`src/rtl/ftlw_pkg.sv`:
```
package ftlw_pkg;

    typedef enum logic [1:0] {
        OP_IDLE  = 2'd0,
        OP_READ  = 2'd1,
        OP_WRITE = 2'd2
    } op_e;

    function automatic op_e op_decode(input logic sel, input logic wr);
        if (!sel)    return OP_IDLE;
        else if (wr) return OP_WRITE;
        else         return OP_READ;
    endfunction

endpackage

```
`src/rtl/ftlw_ctrl.sv`:
```
module ftlw_ctrl
    import ftlw_pkg::*;
#(
    parameter int AW = 6,
    parameter int NB = 2
) (
    input  logic          clk,
    input  logic          rst,
    input  logic          cke,
    input  logic          cs,
    input  logic          we,
    input  logic          burst,
    input  logic [AW-1:0] addr,
    input  logic [NB-1:0] be_n,
    output op_e           op_q,
    output logic [AW-1:0] addr_q,
    output logic [NB-1:0] be_q
);

    always_ff @(posedge clk) begin
        if (rst) begin
            op_q   <= OP_IDLE;
            addr_q <= '0;
            be_q   <= '1;
        end else if (cke) begin
            op_q <= op_decode(cs, we);
            if (cs) begin
                addr_q <= burst ? addr_q + 1'b1 : addr;
                be_q   <= be_n;
            end
        end
    end

    // disabled edges leave the command registers untouched
    p_hold_r3: assert property (@(posedge clk) disable iff (rst)
        !cke |=> ($stable(op_q) && $stable(addr_q) && $stable(be_q)));

    // burst advances the registered address by one, wrapping
    p_burst_r8: assert property (@(posedge clk) disable iff (rst)
        (cke && cs && burst) |=> (addr_q == AW'($past(addr_q) + 1'b1)));

    // deselect keeps the address register
    p_desel_r9: assert property (@(posedge clk) disable iff (rst)
        (cke && !cs) |=> $stable(addr_q));

endmodule

```
`src/rtl/ftlw_wbuf.sv`:
```
module ftlw_wbuf
    import ftlw_pkg::*;
#(
    parameter int AW = 6,
    parameter int NB = 2,
    parameter int BW = 8,
    localparam int DW = NB * BW
) (
    input  logic          clk,
    input  logic          rst,
    input  logic          cke,
    input  op_e           op_q,
    input  logic [AW-1:0] addr_q,
    input  logic [NB-1:0] be_q,
    input  logic [DW-1:0] din,
    output logic          wb_valid,
    output logic [AW-1:0] wb_addr,
    output logic [NB-1:0] wb_be_n,
    output logic [DW-1:0] wb_data
);

    always_ff @(posedge clk) begin
        if (rst) begin
            wb_valid <= 1'b0;
            wb_addr  <= '0;
            wb_be_n  <= '1;
            wb_data  <= '0;
        end else if (cke) begin
            wb_valid <= (op_q == OP_WRITE);
            if (op_q == OP_WRITE) begin
                wb_addr <= addr_q;
                wb_be_n <= be_q;
                wb_data <= din;
            end
        end
    end

    // late-write data is taken on the enabled edge after the command
    p_capture_r5: assert property (@(posedge clk) disable iff (rst)
        (cke && op_q == OP_WRITE) |=>
            (wb_valid && wb_data == $past(din) && wb_addr == $past(addr_q)));

    // a disabled edge neither captures nor drops buffered data
    p_wbhold_r3: assert property (@(posedge clk) disable iff (rst)
        !cke |=> ($stable(wb_valid) && $stable(wb_data)));

endmodule

```
`src/rtl/ftlw_array.sv`:
```
module ftlw_array #(
    parameter int AW = 6,
    parameter int NB = 2,
    parameter int BW = 8,
    localparam int DW    = NB * BW,
    localparam int DEPTH = 1 << AW
) (
    input  logic          clk,
    input  logic          wr_en,
    input  logic [AW-1:0] wr_addr,
    input  logic [NB-1:0] wr_be_n,
    input  logic [DW-1:0] wr_data,
    input  logic [AW-1:0] rd_addr,
    output logic [DW-1:0] rd_data
);

    logic [DW-1:0] mem [DEPTH];

    for (genvar b = 0; b < NB; b++) begin : g_lane
        always_ff @(posedge clk) begin
            if (wr_en && !wr_be_n[b])
                mem[wr_addr][b*BW +: BW] <= wr_data[b*BW +: BW];
        end
    end

    assign rd_data = mem[rd_addr];

endmodule

```
`src/rtl/ftlw_sram.sv`:
```
module ftlw_sram
    import ftlw_pkg::*;
#(
    parameter int AW = 6,
    parameter int NB = 2,
    parameter int BW = 8,
    localparam int DW = NB * BW
) (
    input  logic          clk,
    input  logic          rst,
    input  logic          cke,
    input  logic          cs,
    input  logic          we,
    input  logic          burst,
    input  logic [AW-1:0] addr,
    input  logic [NB-1:0] be_n,
    input  logic [DW-1:0] din,
    input  logic          oe_n,
    output logic [DW-1:0] dout,
    output logic          dout_en
);

    op_e           op_q;
    logic [AW-1:0] addr_q;
    logic [NB-1:0] be_q;
    logic          wb_valid;
    logic [AW-1:0] wb_addr;
    logic [NB-1:0] wb_be_n;
    logic [DW-1:0] wb_data;
    logic [DW-1:0] arr_data;
    logic [DW-1:0] rd_word;
    logic          commit;
    logic          fwd_hit;

    ftlw_ctrl #(.AW(AW), .NB(NB)) u_ctrl (
        .clk(clk), .rst(rst), .cke(cke), .cs(cs), .we(we), .burst(burst),
        .addr(addr), .be_n(be_n), .op_q(op_q), .addr_q(addr_q), .be_q(be_q)
    );

    ftlw_wbuf #(.AW(AW), .NB(NB), .BW(BW)) u_wbuf (
        .clk(clk), .rst(rst), .cke(cke), .op_q(op_q), .addr_q(addr_q),
        .be_q(be_q), .din(din), .wb_valid(wb_valid), .wb_addr(wb_addr),
        .wb_be_n(wb_be_n), .wb_data(wb_data)
    );

    assign commit = cke && wb_valid && !rst;

    ftlw_array #(.AW(AW), .NB(NB), .BW(BW)) u_array (
        .clk(clk), .wr_en(commit), .wr_addr(wb_addr), .wr_be_n(wb_be_n),
        .wr_data(wb_data), .rd_addr(addr_q), .rd_data(arr_data)
    );

    assign fwd_hit = wb_valid && (wb_addr == addr_q);

    for (genvar b = 0; b < NB; b++) begin : g_fwd
        assign rd_word[b*BW +: BW] = (fwd_hit && !wb_be_n[b])
                                   ? wb_data[b*BW +: BW]
                                   : arr_data[b*BW +: BW];
    end

    assign dout_en = (op_q == OP_READ) && !oe_n;
    assign dout    = dout_en ? rd_word : '0;

    // no drive while the previous command was not a read
    p_no_contend_r6: assert property (@(posedge clk) disable iff (rst)
        (op_q != OP_READ) |-> !dout_en);

    // output disabled means a quiet bus
    p_oe_quiet_r4: assert property (@(posedge clk) disable iff (rst)
        oe_n |-> (dout == '0));

    // a registered read with output enabled always drives
    p_flow_r2: assert property (@(posedge clk) disable iff (rst)
        (op_q == OP_READ && !oe_n) |-> dout_en);

    // reset leaves nothing pending
    p_reset_r1: assert property (@(posedge clk)
        $past(rst) |-> (!wb_valid && !dout_en));

endmodule

```
`config.mk`:
```
export PLATFORM = sky130hd
export DESIGN_NAME = ftlw_sram
export DESIGN_NICKNAME = d
export VERILOG_FILES = /design/src/rtl/ftlw_pkg.sv /design/src/rtl/ftlw_ctrl.sv /design/src/rtl/ftlw_wbuf.sv /design/src/rtl/ftlw_array.sv /design/src/rtl/ftlw_sram.sv
export SDC_FILE = /design/constraint.sdc
export NUM_CORES = 1
export LEC_CHECK = 0
export BUFFER_PORTS_ARGS = -buffer_cell sky130_fd_sc_hd__buf_2
export CORE_MARGIN = 3
export CORE_UTILIZATION = 45
export CTS_CLUSTER_SIZE = 28
export DETAILED_ROUTE_END_ITERATION = 10
export SYNTH_ARGS = -nofsm -noshare
export SYNTH_HDL_FRONTEND = slang
export SYNTH_SLANG_ARGS = --single-unit
```
`constraint.sdc`:
```
create_clock -name clk -period 2.1 [get_ports clk]
set_input_delay 0.21 -clock clk [delete_from_list [all_inputs] [get_ports clk]]
set_output_delay 0.21 -clock clk [all_outputs]
set_load 0.02 [all_outputs]
```
==> reports/results.ini, run 1 <==
[power_and_ir_drop]
total_power_mw = 44.42
irDropWorstVdd_uv = 688.5
power_per_cell_area_nw_per_um2 = 875.4
leakage_nw = 15.30

[placement]
port_buffers = 47
placed_area_um2 = 46210
numPlacedInstances = 3569
gp_congestion = 0.8292
post-dp-hpwl_um = 69230

[final_layout]
post_layout_cell_count = 3809
nets = 2575
layout.filler_cells = 6851
syn2layout_area_growth_pct = 21.93
drive_above_1_share = 0.3703
insertedDiodeCount = 0
final_design_area_no_fill_um2 = 50740

[min_path]
worst_hold_path.num_cells = 5
hold_path_class = in2reg
holdCritStartpoint = addr[4]

[clock_network]
clock_latency_ps = 660
tritoncts = built
clk_root_buffer_cell = sky130_fd_sc_hd__clkbuf_16
cts_num_sinks = 1065
cts_buffers = 104
max-clock-path-buffers = 3
cts_htree_levels = 3
cts.clk_slew.worst_paths_ps = 60

[global_routing]
grt_max_degree = 66
global_route.overflow_total = 0
number_of_antenna_violations_at_the_first_check_in_global_routing = 1
grt_pass1_wl_um = 155400
grt_util_all_layers = 0.2239
grt_pass1_vias = 22863

[logic_synthesis]
synth.ff_latch_count = 1065
syn_inst = 2070
ys_seq_area_frac = 0.7586
synth_async_sr_flop_share = 0
ys_types = 51
synth_largest_area_cell = sky130_fd_sc_hd__edfxtp_1
synthDominantCellAreaShare = 0.7388
synth_fp_nets = 2102
ys_warn_count = 0
synthesis.area_um2 = 41620
netlist_top_cells_count = sky130_fd_sc_hd__edfxtp_1, sky130_fd_sc_hd__mux4_2, sky130_fd_sc_hd__nor2_1, sky130_fd_sc_hd__nand2_1, sky130_fd_sc_hd__mux2i_1
post_synth_edffs = 1024
synth_most_common_cell = sky130_fd_sc_hd__edfxtp_1
synth_flop_cell = sky130_fd_sc_hd__edfxtp_1
netlist_top_cells_area = sky130_fd_sc_hd__edfxtp_1, sky130_fd_sc_hd__mux4_2, sky130_fd_sc_hd__mux2i_1
synth_area_per_cell_um2 = 20.11

[route]
drt-met1-wl_um = 45200
avgViaCountPerCell = 5.841
detailedRoute.firstIterationViolations = 2511
top_layer_used = met4
vias = 22248
drt_first_pass_iters = 5
routed-wl-met2_um = 50360
wire_per_inst_um = 27.79
drtAntennaViolNets = 0
drt_drc_violations_left = 0
met3_length_um = 7981
wl_um = 105900

[critical_path]
worstReg2RegEnd = u_array.mem[3][6]
ff2ff_setup_slack_ps = 70
critPathArrivalTime_ps = 3050
end_kind = primary output
crit_fanout = 12
setup.worst_path.start_class = flop
r2r-start = u_wbuf.wb_valid
worst-endpoint-required_ps = 1890
r2r.worst_path.cells = 6
path_class = reg2out

[sta]
setup_ws_ps = -1157
setup-violations-final = 16
unrepaired_setup_endpoints_after_global_routing = yes
clock_period_minus_worst_slack_ps = 3257
slew_violations = 0
final_min_period_over_clock_period = 1.551
maximum_clock_skew_at_final_layout_ps = 14.01
slew_at_the_pin_with_the_worst_max_slew_slack_ps = 734.6
timing.final.hold_violations = 0
slew_headroom = 0.5102
max_clock_freq_mhz = 307.0

[floorplanning]
fp.coreArea_um2 = 90840
die_x_um = 310.1
design.portCount = 48
height_of_the_chip_um = 310.1
rows = 110
initial_core_utilization = 0.4582
die-area_um2 = 96170

[outcome]
run_status = complete, but fails checks
violated_checks = setup timing

[flow_run]
timing.max_cap.violations = 0

==> state kept, by name, summed over array words and instances, names as in the netlist, named ones only <==
| register | flops |
|---|---|
| u_ctrl.op_q | 2 |
| u_array.mem | 1024 |
| u_wbuf.wb_data | 16 |
| u_wbuf.wb_valid | 1 |
| u_wbuf.wb_be_n | 2 |
| u_ctrl.be_q | 2 |
| u_wbuf.wb_addr | 6 |
| u_ctrl.addr_q | 6 |
==> cell type report <==
type	count	area, µm²	area share
clock buffers	126	2791	0.05501
inverters	8	30.03	0.0005918
clock inverters	70	803.3	0.01583
repair buffers	482	4278	0.08430
flip-flops and latches	1065	31600	0.6228
multi-input cells	882	9768	0.1925
well taps	1176	1471	0.02900
==> critical path, cell delays in order, from the launching register on <==
cell and delay [ps]:
sky130_fd_sc_hd__dfxtp_4 410, sky130_fd_sc_hd__buf_12 190, sky130_fd_sc_hd__buf_12 170, sky130_fd_sc_hd__mux4_2 510, sky130_fd_sc_hd__mux4_2 550, sky130_fd_sc_hd__o21ai_2 170
sky130_fd_sc_hd__buf_4 140, sky130_fd_sc_hd__a21oi_2 60, sky130_fd_sc_hd__buf_4 170
==> worst max-delay path by stage <==
stage               from        to  slack [ps]  cells past startpoint
global placement    flop  dout[13]        -630                      8
detailed placement  flop  dout[13]        -650                      8
floorplan           flop   dout[7]        -110                      7
finish              flop   dout[9]       -1160                      8
global route        flop   dout[0]       -1230                      6
CTS                 flop   dout[7]       -1220                      7
==> routing by layer <==
metal | GRT usage | up-vias
met5 | 0 | -
met1 | 0.3286 | 11734
met3 | 0.03750 | 144
met2 | 0.3532 | 911
met4 | 0.05841 | 0
li1 | - | 9459
==> cell usage in the layout (no fill, tap or decap), drive strengths merged, types with 10 or more instances in the layout <==
cell type,instances
edfxtp,1024
buf,452
mux4,249
nor2,169
clkbuf,128
nand2,101
mux2i,93
a21oi,43
nand3,42
dfxtp,41
clkinv,40
a22oi,35
dlygate4sd3,27
bufinv,17
o21ai,16
nand3b,14
mux2,12
clkinvlp,12
o22ai,11
or3,10
==> power breakdown <==
group          switching, mW  total [mW]  internal [mW]
Clock                   7.89        19.5           11.6
Combinational          0.959        1.89          0.931
Sequential            0.0466        23.1           23.0
==> through the flow <==
step | setup TNS, ps | worst slack (ps) | hold WS (ps) | utilization
3_5_place_dp | -8368 | -652.5 | 435.4 | 0.5087
6_report | -17190 | -1157 | 62.11 | 0.5586
5_1_grt | -18630 | -1233 | 83.48 | 0.5586
2_1_floorplan | -865.1 | -108.3 | 334.0 | -
3_3_place_gp | -8059 | -631.1 | 437.7 | 0.5087
4_1_cts | -18320 | -1215 | 18.00 | 0.5561
==> cell families (layout without fill, tap and decap cells) <==
| kind of cell | count (synthesis) | count (layout) | share of synthesized area |
|---|---|---|---|
| adders and majority gates | 1 | 1 | 0.0003006 |
| AOI/OAI and AO/OA | 151 | 151 | 0.02435 |
| and+or+nand+nor | 373 | 373 | 0.03926 |
| DFF | 1065 | 1065 | 0.7586 |
| muxes | 354 | 354 | 0.1604 |
| xor gates and xnor gates | 3 | 3 | 0.0006314 |
| buffers and inverters | 123 | 686 | 0.01644 |
==> what timing repair did <==
item / 4_1_cts / 5_1_grt
resized for setup: 55 / 45
buffers inserted: 9 / 4
hold endpoints to repair: 29 / 0
hold buffers: 27 / 0
endpoints found under the setup margin: 47 / 361
pin swaps: 10 / 10
gates cloned: 3 / 2
Note: power is estimated with default switching activity, not from simulation.
==> run 2: changes to the inputs <==
- clock period: 2.1 -> 3.7 ns (I/O delays scaled with it)
==> reports/results.ini, run 2 (synthesized netlist as in run 1, its figures left out) <==
[floorplanning]
die-area_um2 = 96170
rows = 110
design.portCount = 48
height_of_the_chip_um = 310.1
fp.coreArea_um2 = 90840
initial_core_utilization = 0.4582
die_x_um = 310.1

[route]
wire_per_inst_um = 28.84
drtAntennaViolNets = 0
wl_um = 104900
detailedRoute.firstIterationViolations = 2366
vias = 21509
avgViaCountPerCell = 5.912
drt_first_pass_iters = 5
drt_drc_violations_left = 0

[placement]
gp_congestion = 0.8198
placed_area_um2 = 44480
numPlacedInstances = 3400
port_buffers = 47
post-dp-hpwl_um = 66260

[final_layout]
nets = 2406
most_frequent_cells_in_the_layout = sky130_fd_sc_hd__edfxtp_1, sky130_fd_sc_hd__mux4_2, sky130_fd_sc_hd__buf_4, sky130_fd_sc_hd__nor2_1, sky130_fd_sc_hd__clkbuf_16
reg_top3 = u_array.mem x1024, u_wbuf.wb_data x16
syn2layout_area_growth_pct = 17.18
layout.filler_cells = 7063
final_common_cell = sky130_fd_sc_hd__edfxtp_1
insertedDiodeCount = 0
final_design_area_no_fill_um2 = 48770
post_layout_cell_count = 3638
largest_register_ffs = 1024
top_register = u_array.mem
drive_above_1_share = 0.3091

[critical_path]
path_delay_family = simple AND/OR/NAND/NOR gates
critPathArrivalTime_ps = 3300
crit_path_start = u_wbuf.wb_addr[4]
worst-endpoint-required_ps = 3330
r2r-start = u_wbuf.wb_addr[4]
max_stage_delay_ps = 560
crit_fanout = 8
setup.worst_path.start_class = flop
r2r.worst_path.cells = 4
cp.buffers_inverters = 2
timing.critical_path.cells = inv_1 > a221o_1 > or4_4 > and3_1 > nand4_1 > nand3_1 > buf_2
worstReg2RegEnd = u_array.mem[42][14]
critical_path.endpoint = dout[7]
path_class = reg2out
worstSetupPathDepth = 7
ff2ff_setup_slack_ps = 820
cp_slowest_cell = sky130_fd_sc_hd__or4_4
end_kind = primary output

[sta]
max_clock_freq_mhz = 272.6
maximum_clock_skew_at_final_layout_ps = 16.02
slew_at_the_pin_with_the_worst_max_slew_slack_ps = 1015
setup-violations-final = 0
unrepaired_setup_endpoints_after_global_routing = no
slew_violations = 0
clock_period_minus_worst_slack_ps = 3669
hold_slack_ps = 65.05
slew_headroom = 0.3234
timing.final.hold_violations = 0
final_min_period_over_clock_period = 0.9916

[min_path]
hold_path_class = in2reg
worst_hold_path.num_cells = 4

[global_routing]
grt_pass1_wl_um = 151900
number_of_antenna_violations_at_the_first_check_in_global_routing = 0
grt_util_all_layers = 0.2195
grt_pass1_vias = 21806
global_route.overflow_total = 0
grt_max_degree = 66

[clock_network]
cts_num_sinks = 1065
max-clock-path-buffers = 3
cts.clk_slew.worst_paths_ps = 60
tritoncts = built
clock_latency_ps = 650
cts_htree_levels = 3
clk_root_buffer_cell = sky130_fd_sc_hd__clkbuf_16
cts_buffers = 103

[power_and_ir_drop]
leakage_nw = 14.30
power_per_cell_area_nw_per_um2 = 513.2
irDropWorstVdd_uv = 487.8

[outcome]
run_status = finished clean

[flow_run]
timing.max_cap.violations = 0

[run 2: how the worst min path moves through the flow]
stage                   startpoint         endpoint
floorplan           u_ctrl.be_q[0]   u_ctrl.be_q[0]
global placement    u_ctrl.be_q[1]   u_ctrl.be_q[1]
detailed placement  u_ctrl.be_q[0]   u_ctrl.be_q[0]
CTS                            cke  u_wbuf.wb_valid
global route                   cke  u_wbuf.wb_valid
finish                         cke  u_wbuf.wb_valid
[run 2: per-stage QoR]
stage / utilization / TNS, ps / total power [mW] / setup WS, ps
2_1_floorplan: - / 0 / 13.91 / 1224
3_3_place_gp: 0.4897 / 0 / 14.19 / 442.6
3_5_place_dp: 0.4897 / 0 / 14.20 / 361.1
4_1_cts: 0.5347 / -4.661 / 25.19 / -4.065
5_1_grt: 0.5369 / 0 / 25.75 / 0.9093
6_report: 0.5369 / 0 / 25.03 / 31.20
[run 2: power breakdown]
part	switching [mW]	internal (mW)	leakage [nW]
Combinational	0.504	0.417	3.86
Clock	4.46	6.53	1.74
Sequential	0.0371	13.1	8.70
[run 2: cell type report]
type / count / area [µm²] / share of cell area
Timing Repair Buffer: 314 / 2626 / 0.05385
Clock inverter: 74 / 842.1 / 0.01727
Tap cell: 1176 / 1471 / 0.03017
Clock buffer: 119 / 2723 / 0.05583
Multi-Input combinational cell: 882 / 9473 / 0.1942
Inverter: 8 / 30.03 / 0.0006157
Sequential cell: 1065 / 31600 / 0.6480
[run 2: layer usage]
layer	wire length (µm)	vias up	track usage	share of wire
met1	43370	11353	0.3048	0.41
met3	6627	191	0.03451	0.063
met5	0	-	0	0
li1	-	9115	-	-
met4	3714	0	0.07755	0.035
met2	51190	850	0.3571	0.49
[run 2: timing repair]
item | CTS | global route
resized for setup | 31 | 15
hold buffers | 19 | 0
buffers inserted | 9 | 12
gates cloned | 4 | 1
hold endpoints to repair | 19 | 0
setup endpoints to repair | 15 | 9
pin swaps | 1 | 2
[run 2: tightest hold or removal path: cells and delay by family]
family | cells | cell delay [ps]
AO/OA/AOI/OAI | 1 | 50
buffers and inverters | 2 | 180
AND/OR/NAND/NOR | 1 | 60
==> run 3: changes to the inputs <==
- HOLD_SLACK_MARGIN: not set -> 0.08
- SETUP_SLACK_MARGIN: not set -> 0.1
==> reports/results.ini, run 3 (synthesized netlist as in run 1, its figures left out) <==
[min_path]
hold_path_class = in2reg
worst_hold_path.num_cells = 3
holdCritStartpoint = addr[1]

[sta]
final_min_period_over_clock_period = 0.9722
timing.final.hold_violations = 0
slew_at_the_pin_with_the_worst_max_slew_slack_ps = 979.9
unrepaired_setup_endpoints_after_global_routing = yes
slew_violations = 0
clock_period_minus_worst_slack_ps = 3597
setup_total_negative_slack_ps = 0
slew_headroom = 0.3468
setup_ws_ps = 103.0
maximum_clock_skew_at_final_layout_ps = 16.04
max_clock_freq_mhz = 278.0
setup-violations-final = 0

[final_layout]
syn2layout_area_growth_pct = 18.05
drive_above_1_share = 0.3204
insertedDiodeCount = 0
final_common_cell = sky130_fd_sc_hd__edfxtp_1
top_register = u_array.mem
nets = 2422
most_frequent_cells_in_the_layout = sky130_fd_sc_hd__edfxtp_1, sky130_fd_sc_hd__mux4_2, sky130_fd_sc_hd__buf_4, sky130_fd_sc_hd__nor2_1, sky130_fd_sc_hd__clkbuf_16
reg_top3 = u_array.mem x1024, u_wbuf.wb_data x16
largest_register_ffs = 1024

[route]
avgViaCountPerCell = 5.937
wire_per_inst_um = 28.91
vias = 21693
wl_um = 105600
drt_drc_violations_left = 0
drtAntennaViolNets = 0
detailedRoute.firstIterationViolations = 2397
drt_first_pass_iters = 6

[clock_network]
cts_buffers = 103
cts_num_sinks = 1065
tritoncts = built
clock_latency_ps = 660
clk_root_buffer_cell = sky130_fd_sc_hd__clkbuf_16
max-clock-path-buffers = 3
cts.clk_slew.worst_paths_ps = 60
cts_htree_levels = 3

[global_routing]
grt_pass1_wl_um = 152800
grt_pass1_vias = 21890
number_of_antenna_violations_at_the_first_check_in_global_routing = 0
global_route.overflow_total = 0
grt_max_degree = 66
grt_util_all_layers = 0.2211

[critical_path]
setup.worst_path.start_class = flop
critPathArrivalTime_ps = 3230
end_kind = primary output
worst-endpoint-required_ps = 3330
r2r.worst_path.cells = 3
path_class = reg2out
crit_fanout = 9
r2r-start = u_wbuf.wb_addr[5]

[flow_run]
timing.max_cap.violations = 0

[floorplanning]
height_of_the_chip_um = 310.1
design.portCount = 48
rows = 110
die_x_um = 310.1
initial_core_utilization = 0.4582
fp.coreArea_um2 = 90840
die-area_um2 = 96170

[placement]
post-dp-hpwl_um = 66260
gp_congestion = 0.8198
port_buffers = 47
detailedPlace.worstSlack_ps = 361.1

[power_and_ir_drop]
irDropWorstVdd_uv = 489.1
leakage_nw = 14.44
power_per_cell_area_nw_per_um2 = 510.4

[outcome]
run_status = finished clean

[run 3: changes by cell type in the layout (fill, tap and decap cells not counted), sizes merged]
cell         previous run  this run
buf                   290       302
bufbuf                  4         5
clkbuf                120       121
dlygate4sd3            19        21
[run 3: power by group]
group          leakage [nW]  internal [mW]  switching, mW
clock network          1.74           6.53           4.46
logic                  4.00          0.453          0.516
registers              8.71           13.1         0.0393
[run 3: per-stage QoR]
stage | hold slack (ps) | power [mW] | cells | util | cell area [µm²]
6_report | 116.7 | 25.08 | 3654 | 0.5409 | 49130
2_1_floorplan | 437.3 | 13.91 | 2070 | - | 41620
4_1_cts | 99.41 | 25.21 | 3634 | 0.5365 | 48740
3_5_place_dp | 452.7 | 14.20 | 3400 | 0.4897 | 44480
3_3_place_gp | 455.0 | 14.19 | 3400 | 0.4897 | 44480
5_1_grt | 131.2 | 25.80 | 3654 | 0.5409 | 49130
[run 3: layout make-up]
cell class                      instances  area, µm²
Clock inverter                         74      842.1
Tap cell                             1176       1471
Inverter                                8      30.03
Timing Repair Buffer                  330       2910
Multi-Input combinational cell        882       9547
Clock buffer                          119       2723
Fill cell                            7029      41710
Sequential cell                      1065      31610
[run 3: path summary, 6_finish.rpt]
| path | endpoint | slack [ps] |
|---|---|---|
| setup / recovery | dout[13] | 100 |
| hold / removal | flop | 120 |
| setup reg to reg | u_array.mem[42][14] | 900 |
| hold reg to reg | u_ctrl.be_q[0] | 470 |
[run 3: layer usage]
metal / global-route usage / part of all wire / wire, µm / vias up
met5: 0 / 0 / 0 / -
met3: 0.03526 / 0.066 / 6947 / 187
met1: 0.3063 / 0.41 / 42980 / 11473
met2: 0.3605 / 0.49 / 52160 / 886
li1: - / - / - / 9147
met4: 0.07733 / 0.034 / 3556 / 0
[run 3: critical path: stages (launching register included)]
cell and delay [ps]:
sky130_fd_sc_hd__dfxtp_4 440, sky130_fd_sc_hd__buf_12 170, sky130_fd_sc_hd__buf_4 120, sky130_fd_sc_hd__mux4_2 480
sky130_fd_sc_hd__a22oi_1 290, sky130_fd_sc_hd__nand3_1 240, sky130_fd_sc_hd__a2111oi_2 410, sky130_fd_sc_hd__a21oi_1 110
sky130_fd_sc_hd__buf_4 170, sky130_fd_sc_hd__buf_6 130
[run 3: what timing repair did]
item,4_1_cts,5_1_grt
resized for setup,51,40
cloned,5,2
pin swaps,5,8
setup endpoints to repair,16,15
buffers inserted,15,18
hold endpoints to repair,23,0
hold buffers,21,0
